==> src/rtl/addr_dec_pkg.sv <==
package addr_dec_pkg;

    parameter int ADDR_W     = 16;
    parameter int SLOT_SEL_W = 3;

    localparam int SLOT_CNT  = 1 << SLOT_SEL_W;
    localparam int REGION_W  = 3;

    typedef enum logic [1:0] {
        REG_RAM  = 2'd0,
        REG_EXP  = 2'd1,
        REG_SLOT = 2'd2,
        REG_ROM  = 2'd3
    } region_e;

    typedef struct packed {
        logic ram_ce_n;
        logic exp_ce_n;
        logic rom_ce_n;
        logic slot_grp;
    } region_sel_t;

    typedef struct packed {
        logic oe_n;
        logic we_n;
    } strobe_t;

endpackage

==> src/rtl/addr_region_decode.sv <==
module addr_region_decode
    import addr_dec_pkg::*;
(
    input  logic [REGION_W-1:0] top_bits_i,
    output region_e             region_o,
    output region_sel_t         sel_o
);

    region_e     region_d;
    region_sel_t sel_d;

    always_comb begin
        if (!top_bits_i[2]) begin
            region_d = REG_RAM;
        end else if (top_bits_i[1]) begin
            region_d = REG_ROM;
        end else if (top_bits_i[0]) begin
            region_d = REG_SLOT;
        end else begin
            region_d = REG_EXP;
        end
    end

    always_comb begin
        sel_d          = '{ram_ce_n: 1'b1, exp_ce_n: 1'b1, rom_ce_n: 1'b1, slot_grp: 1'b0};
        unique case (region_d)
            REG_RAM:  sel_d.ram_ce_n = 1'b0;
            REG_EXP:  sel_d.exp_ce_n = 1'b0;
            REG_SLOT: sel_d.slot_grp = 1'b1;
            REG_ROM:  sel_d.rom_ce_n = 1'b0;
            default:  sel_d.slot_grp = 1'b0;
        endcase
    end

    assign region_o = region_d;
    assign sel_o    = sel_d;

endmodule

==> src/rtl/slot_select_decode.sv <==
module slot_select_decode
    import addr_dec_pkg::*;
#(
    parameter int SEL_W = SLOT_SEL_W,
    localparam int CNT  = 1 << SEL_W
) (
    input  logic             grp_en_i,
    input  logic [SEL_W-1:0] idx_i,
    output logic [CNT-1:0]   sel_n_o
);

    logic [CNT-1:0] sel_n_d;

    for (genvar g = 0; g < CNT; g++) begin : g_slot
        always_comb begin
            sel_n_d[g] = !(grp_en_i && (idx_i == SEL_W'(g)));
        end
    end

    assign sel_n_o = sel_n_d;

endmodule

==> src/rtl/strobe_gen.sv <==
module strobe_gen
    import addr_dec_pkg::*;
(
    input  logic    rnw_i,
    input  logic    phi2_i,
    output strobe_t strb_o
);

    strobe_t strb_d;

    always_comb begin
        strb_d.oe_n = !(rnw_i && phi2_i);
        strb_d.we_n = !(!rnw_i && phi2_i);
    end

    assign strb_o = strb_d;

endmodule

==> src/rtl/clk_qual_addr_decoder.sv <==
module clk_qual_addr_decoder
    import addr_dec_pkg::*;
#(
    parameter int ADDR_BITS = ADDR_W,
    parameter int SEL_BITS  = SLOT_SEL_W,
    localparam int SLOTS    = 1 << SEL_BITS,
    localparam int IDX_HI   = ADDR_BITS - REGION_W - 1
) (
    input  logic [ADDR_BITS-1:0] addr_i,
    input  logic                 rnw_i,
    input  logic                 phi2_i,
    output logic                 ram_ce_n_o,
    output logic                 exp_ce_n_o,
    output logic                 rom_ce_n_o,
    output logic [SLOTS-1:0]     slot_sel_n_o,
    output logic                 mem_oe_n_o,
    output logic                 mem_we_n_o
);

    region_e        region_q;
    region_sel_t    sel_q;
    strobe_t        strb_q;
    logic [SLOTS-1:0] slot_q;

    addr_region_decode u_region (
        .top_bits_i (addr_i[ADDR_BITS-1 -: REGION_W]),
        .region_o   (region_q),
        .sel_o      (sel_q)
    );

    slot_select_decode #(
        .SEL_W (SEL_BITS)
    ) u_slot (
        .grp_en_i (sel_q.slot_grp),
        .idx_i    (addr_i[IDX_HI -: SEL_BITS]),
        .sel_n_o  (slot_q)
    );

    strobe_gen u_strobe (
        .rnw_i  (rnw_i),
        .phi2_i (phi2_i),
        .strb_o (strb_q)
    );

    assign ram_ce_n_o   = sel_q.ram_ce_n;
    assign exp_ce_n_o   = sel_q.exp_ce_n;
    assign rom_ce_n_o   = sel_q.rom_ce_n;
    assign slot_sel_n_o = slot_q;
    assign mem_oe_n_o   = strb_q.oe_n;
    assign mem_we_n_o   = strb_q.we_n;

endmodule

==> config.mk <==
export PLATFORM = sky130hd
export DESIGN_NAME = clk_qual_addr_decoder
export DESIGN_NICKNAME = d
export VERILOG_FILES = /design/src/rtl/addr_dec_pkg.sv /design/src/rtl/addr_region_decode.sv /design/src/rtl/slot_select_decode.sv /design/src/rtl/strobe_gen.sv /design/src/rtl/clk_qual_addr_decoder.sv
export SDC_FILE = /design/constraint.sdc
export NUM_CORES = 1
export LEC_CHECK = 0
export ABC_AREA = 1
export ABC_CLOCK_PERIOD_IN_PS = 800
export BUFFER_PORTS_ARGS = -buffer_cell sky130_fd_sc_hd__buf_2
export CAP_MARGIN = 40
export CORE_AREA = 10 10 47 49
export DETAILED_ROUTE_END_ITERATION = 16
export DIE_AREA = 0 0 57 59
export PLACE_DENSITY = 0.52
export SLEW_MARGIN = 20
export SYNTH_ARGS = -nofsm -noshare
export SYNTH_HDL_FRONTEND = slang
export SYNTH_SLANG_ARGS = --single-unit
==> constraint.sdc <==
create_clock -name vclk -period 0.8
set_clock_uncertainty 0.2 [all_clocks]
set_input_delay 0.04 -clock vclk [all_inputs]
set_output_delay 0.04 -clock vclk [all_outputs]
set_load 0.02 [all_outputs]
## Word level (Yosys, flattened, before mapping)

Cells that the tools add are included.

- Input bits: 18
- Word-level logic and storage cells: 40
- Register bits: 0

- Reductions and logical operators: 23
- Eq/ne operators: 10
- Multiplexer cells: 7

Operator list:

| kind | count |
|---|---|
| $eq A3 B3 Y1 const B | 4 |
| $logic_not A1 Y1 | 11 |
| $logic_and A1 B1 Y1 | 10 |
| $eq A3 B2 Y1 const B | 2 |
| $mux W2 | 3 |
| $eq A2 B2 Y1 const B | 2 |
| $mux W1 | 4 |
| $eq A3 B1 Y1 const B | 1 |
| $logic_not A3 Y1 | 1 |
| $eq A2 B1 Y1 const B | 1 |
| $logic_not A2 Y1 | 1 |

## Depth between registers and ports, before layout

- Word-level depth: 7
- Gate-level depth with buffers: 4

## Cells and area by module

Synthesis repeated with hierarchy kept, for this count alone.

- Cell total of the unflattened synthesis: 34
- Area total of the unflattened synthesis: 132.6 sq um

Modules (own cells, without submodules):

| module | area each (sq um) | times used | sequential area each (sq um) | cells an instance |
|---|---|---|---|---|
| slot_select_decode | 73.8 | 1 | 0.0 | 19 |
| addr_region_decode | 47.5 | 1 | 0.0 | 12 |
| strobe_gen | 11.3 | 1 | 0.0 | 3 |

## Worst setup path after synthesis

Ideal clock, no wire load.

- Kind: input to output
- From: in addr_i[14]
- To: out slot_sel_n_o[0]
- Arrival time: 462 ps
- Path slack: 98 ps
- Data required time: 560 ps
- Stages: 4
- Cell sequence: inv_1 -> nand2_1 -> nor2_4 -> nand2_1

- Cells in the longest elaborated chain, start to end: 6

Ends and longest elaborated chain:

| what | RTL line | source |
|---|---|---|
| start, declared | clk_qual_addr_decoder.sv:9 | `input logic [ADDR_BITS-1:0] addr_i,` |
| $mux W2 | addr_region_decode.sv:15 | `end else if (top_bits_i[1]) begin` |
| $mux W2 | addr_region_decode.sv:13 | `if (!top_bits_i[2]) begin` |
| $eq A2 B2 Y1 | addr_region_decode.sv:26 | `unique case (region_d)` |
| $mux W1 | addr_region_decode.sv:26 |  |
| $logic_and A1 B1 Y1 | slot_select_decode.sv:16 | `sel_n_d[g] = !(grp_en_i && (idx_i == SEL_W'(g)));` |
| $logic_not A1 Y1 | slot_select_decode.sv:16 |  |
| end, declared | clk_qual_addr_decoder.sv:15 | `output logic [SLOTS-1:0] slot_sel_n_o,` |

Every way passes these cells.

## Worst setup path after layout

- From: in addr_i[14]
- To: out slot_sel_n_o[1]

The elaborated chain is that of the path after synthesis.

==> summary.json <==
{
  "drive_gt1_share_pct": 54.39,
  "timing.final.crit_share_pct": 111.2,
  "design.die.area_um2": 3363,
  "antenna_left": 0,
  "yosys-top-cells-count": "sky130_fd_sc_hd__nand2_1 (16), sky130_fd_sc_hd__nor2_1 (9), sky130_fd_sc_hd__inv_1 (6)",
  "sw_frac_of_total_pct": 56.50,
  "hold_violations": 0,
  "p_sw_mw": 0.08390,
  "share_comb_of_total_power_pct": 100.0,
  "critical_path.slowest_cell": "sky130_fd_sc_hd__nor2_4",
  "cap_viol_max_count": 0,
  "cts_setup_buffers": 0,
  "hpwlAfterDp_um": 605.7,
  "io_buffers": 21,
  "startpoint_type": "primary input",
  "synth_cells": 35,
  "synthesis.area_um2": 140.1,
  "grt_setup_unrepaired": "true",
  "grt_antenna_before_repair": 0,
  "violated_checks": "negative setup slack",
  "syn_area_per_cell_um2": 4.004,
  "worst_path_largest_cell_delay_ns": 0.18,
  "syn-num-nets": 53,
  "totalWireLength_um": 694,
  "setup.worst_path.end_class": "output port",
  "clock_buffer_count": 0,
  "cp_data_arrival_time_ns": 0.65,
  "tightest_slew_ns": 0.1983,
  "outcome": "complete, but fails checks",
  "holdCritStartpoint": "phi2_i",
  "final_cell_area_um2": 365.4,
  "via_count": 262,
  "worst_relative_slew_slack_pct": 86.75,
  "setup_viol": 8,
  "filler_cell_count": 173,
  "vdd_ir_drop_max_uv": 111.5,
  "gp_congestion": 0.6083,
  "worstPathRequired_ns": 0.56,
  "drt-initial-drc-count": 1,
  "num_io_pins": 31,
  "cell_internal_pwr_mw": 0.06459,
  "initial_utilization_pct": 10.00,
  "number_of_different_library_cells_in_the_post_synthesis_netlist": 7,
  "post-synth-top-count-cell": "sky130_fd_sc_hd__nand2_1",
  "grt_first_pass_wirelength_mm": 1.097,
  "clock.fmax_mhz": 1125,
  "post_synthesis_cell_type_with_the_largest_combined_area": "sky130_fd_sc_hd__nand2_1",
  "sequential_cell_area_um2": 0,
  "synth_top_area_share_pct": 42.86,
  "first_pass_iteration_count_of_the_detailed_router": 2,
  "worst_setup_slack_post_dpl_ns": -0.1357,
  "yosysWarningCount": 0,
  "design.seq.count": 0,
  "layout.nets": 77,
  "startpoint": "addr_i[14]",
  "grt-ovfl-total": 0,
  "path_buf_inv": 3,
  "setup_ws_ns": -0.08925,
  "die_width_um": 57,
  "diodes": 0,
  "final_cells": 73,
  "chain_of_cells_forming_the_critical_path": "buf_8 > inv_4 > nand2_4 > nor2_4 > nand2_1 > buf_4",
  "number_of_placement_rows": 14,
  "fp.dieH_um": 59,
  "worstHoldPathType": "in -> out",
  "clkPwrFrac_pct": 0,
  "grt_pass1_vias": 255,
  "leakagePower_nw": 0.1932,
  "routed_wire_length_per_instance_um": 9.507,
  "gr-usage-all-layers_pct": 3.675,
  "place_area_um2": 276.5,
  "final_core_util_pct": 26.07,
  "seq_area_frac_synth_pct": 0,
  "flow.area_growth_from_synthesis_pct": 160.7,
  "grt_max_degree": 9,
  "crit_type": "in -> out",
  "top_cells_by_area_synth": "sky130_fd_sc_hd__nand2_1 (43%), sky130_fd_sc_hd__nor2_1 (24%), sky130_fd_sc_hd__inv_1 (16%), sky130_fd_sc_hd__nor2_4 (8.0%), sky130_fd_sc_hd__nand3_1 (3.6%)",
  "seq_power_share_pct": 0,
  "power-per-cell-area_nw_per_um2": 406.4,
  "instance_count_after_placement_with_tap_cells_included": 73,
  "fp.coreArea_um2": 1401,
  "viasPerCell": 3.589,
  "timing.critical_path.fanout_max": 8,
  "critical_path.top_delay_family": "simple AND/OR/NAND/NOR gates",
  "drv_slew": 0,
  "drc_errors": 0,
  "final.min_clock_period_ns": 0.8892
}
-- stage by stage --
step           TNS [ns]  total power, mW  hold slack, ns
2_1_floorplan         0          0.06321       -0.003362
3_3_place_gp    -0.9686           0.1184          0.1483
3_5_place_dp     -1.057           0.1200          0.1583
4_1_cts         -0.9057           0.1393          0.1586
5_1_grt          -1.062           0.1633          0.1713
6_report        -0.6339           0.1485          0.1553
-- worst min-delay path: stages --
cell and delay, ns:
sky130_fd_sc_hd__buf_2 0.08, sky130_fd_sc_hd__nand2_1 0.04, sky130_fd_sc_hd__buf_2 0.15
-- kinds of logic after synthesis --
| family | Yosys count | share of synthesized area [%] |
|---|---|---|
| buffers and inverters | 8 | 21.42 |
| and+or+nand+nor | 27 | 78.57 |
-- power by group through the flow --
| stage | clock network [mW] | registers, mW | logic (mW) |
|---|---|---|---|
| finish | 0 | 0 | 0.148 |
| global route | 0 | 0 | 0.163 |
| CTS | 0 | 0 | 0.139 |
| detailed placement | 0 | 0 | 0.120 |
| global placement | 0 | 0 | 0.118 |
| floorplan | 0 | 0 | 0.0632 |
-- cell type report --
type | instances | area (um^2) | area share, %
inverters | 7 | 28.78 | 7.877
multi-input cells | 27 | 130.1 | 35.62
well taps | 16 | 20.02 | 5.479
repair buffers | 23 | 186.4 | 51.03
-- timing repair --
action	CTS	global route
endpoints found under the setup margin	9	9
gates resized for setup	22	6
pin swaps	9	3
hold buffers	0	0
-- cells in the final DEF, fill, tap and decap left out, drive strengths merged --
master  instances
nand3           1
inv             7
nand2          16
nor2           10
buf            23
-- layer usage --
layer,vias to the layer above,track usage (%),share of wire (%)
met5,-,0,0
met4,0,0,0
met3,0,1.717,12
met2,10,7.442,54
met1,110,3.448,34
li1,142,-,-
-- worst paths after layout --
path / to / cells past startpoint / slack [ns]
worst max-delay path: slot_sel_n_o[1] / 6 / -0.09
worst min-delay path: mem_we_n_o / 3 / 0.16
(Power assumes the default switching activity.)
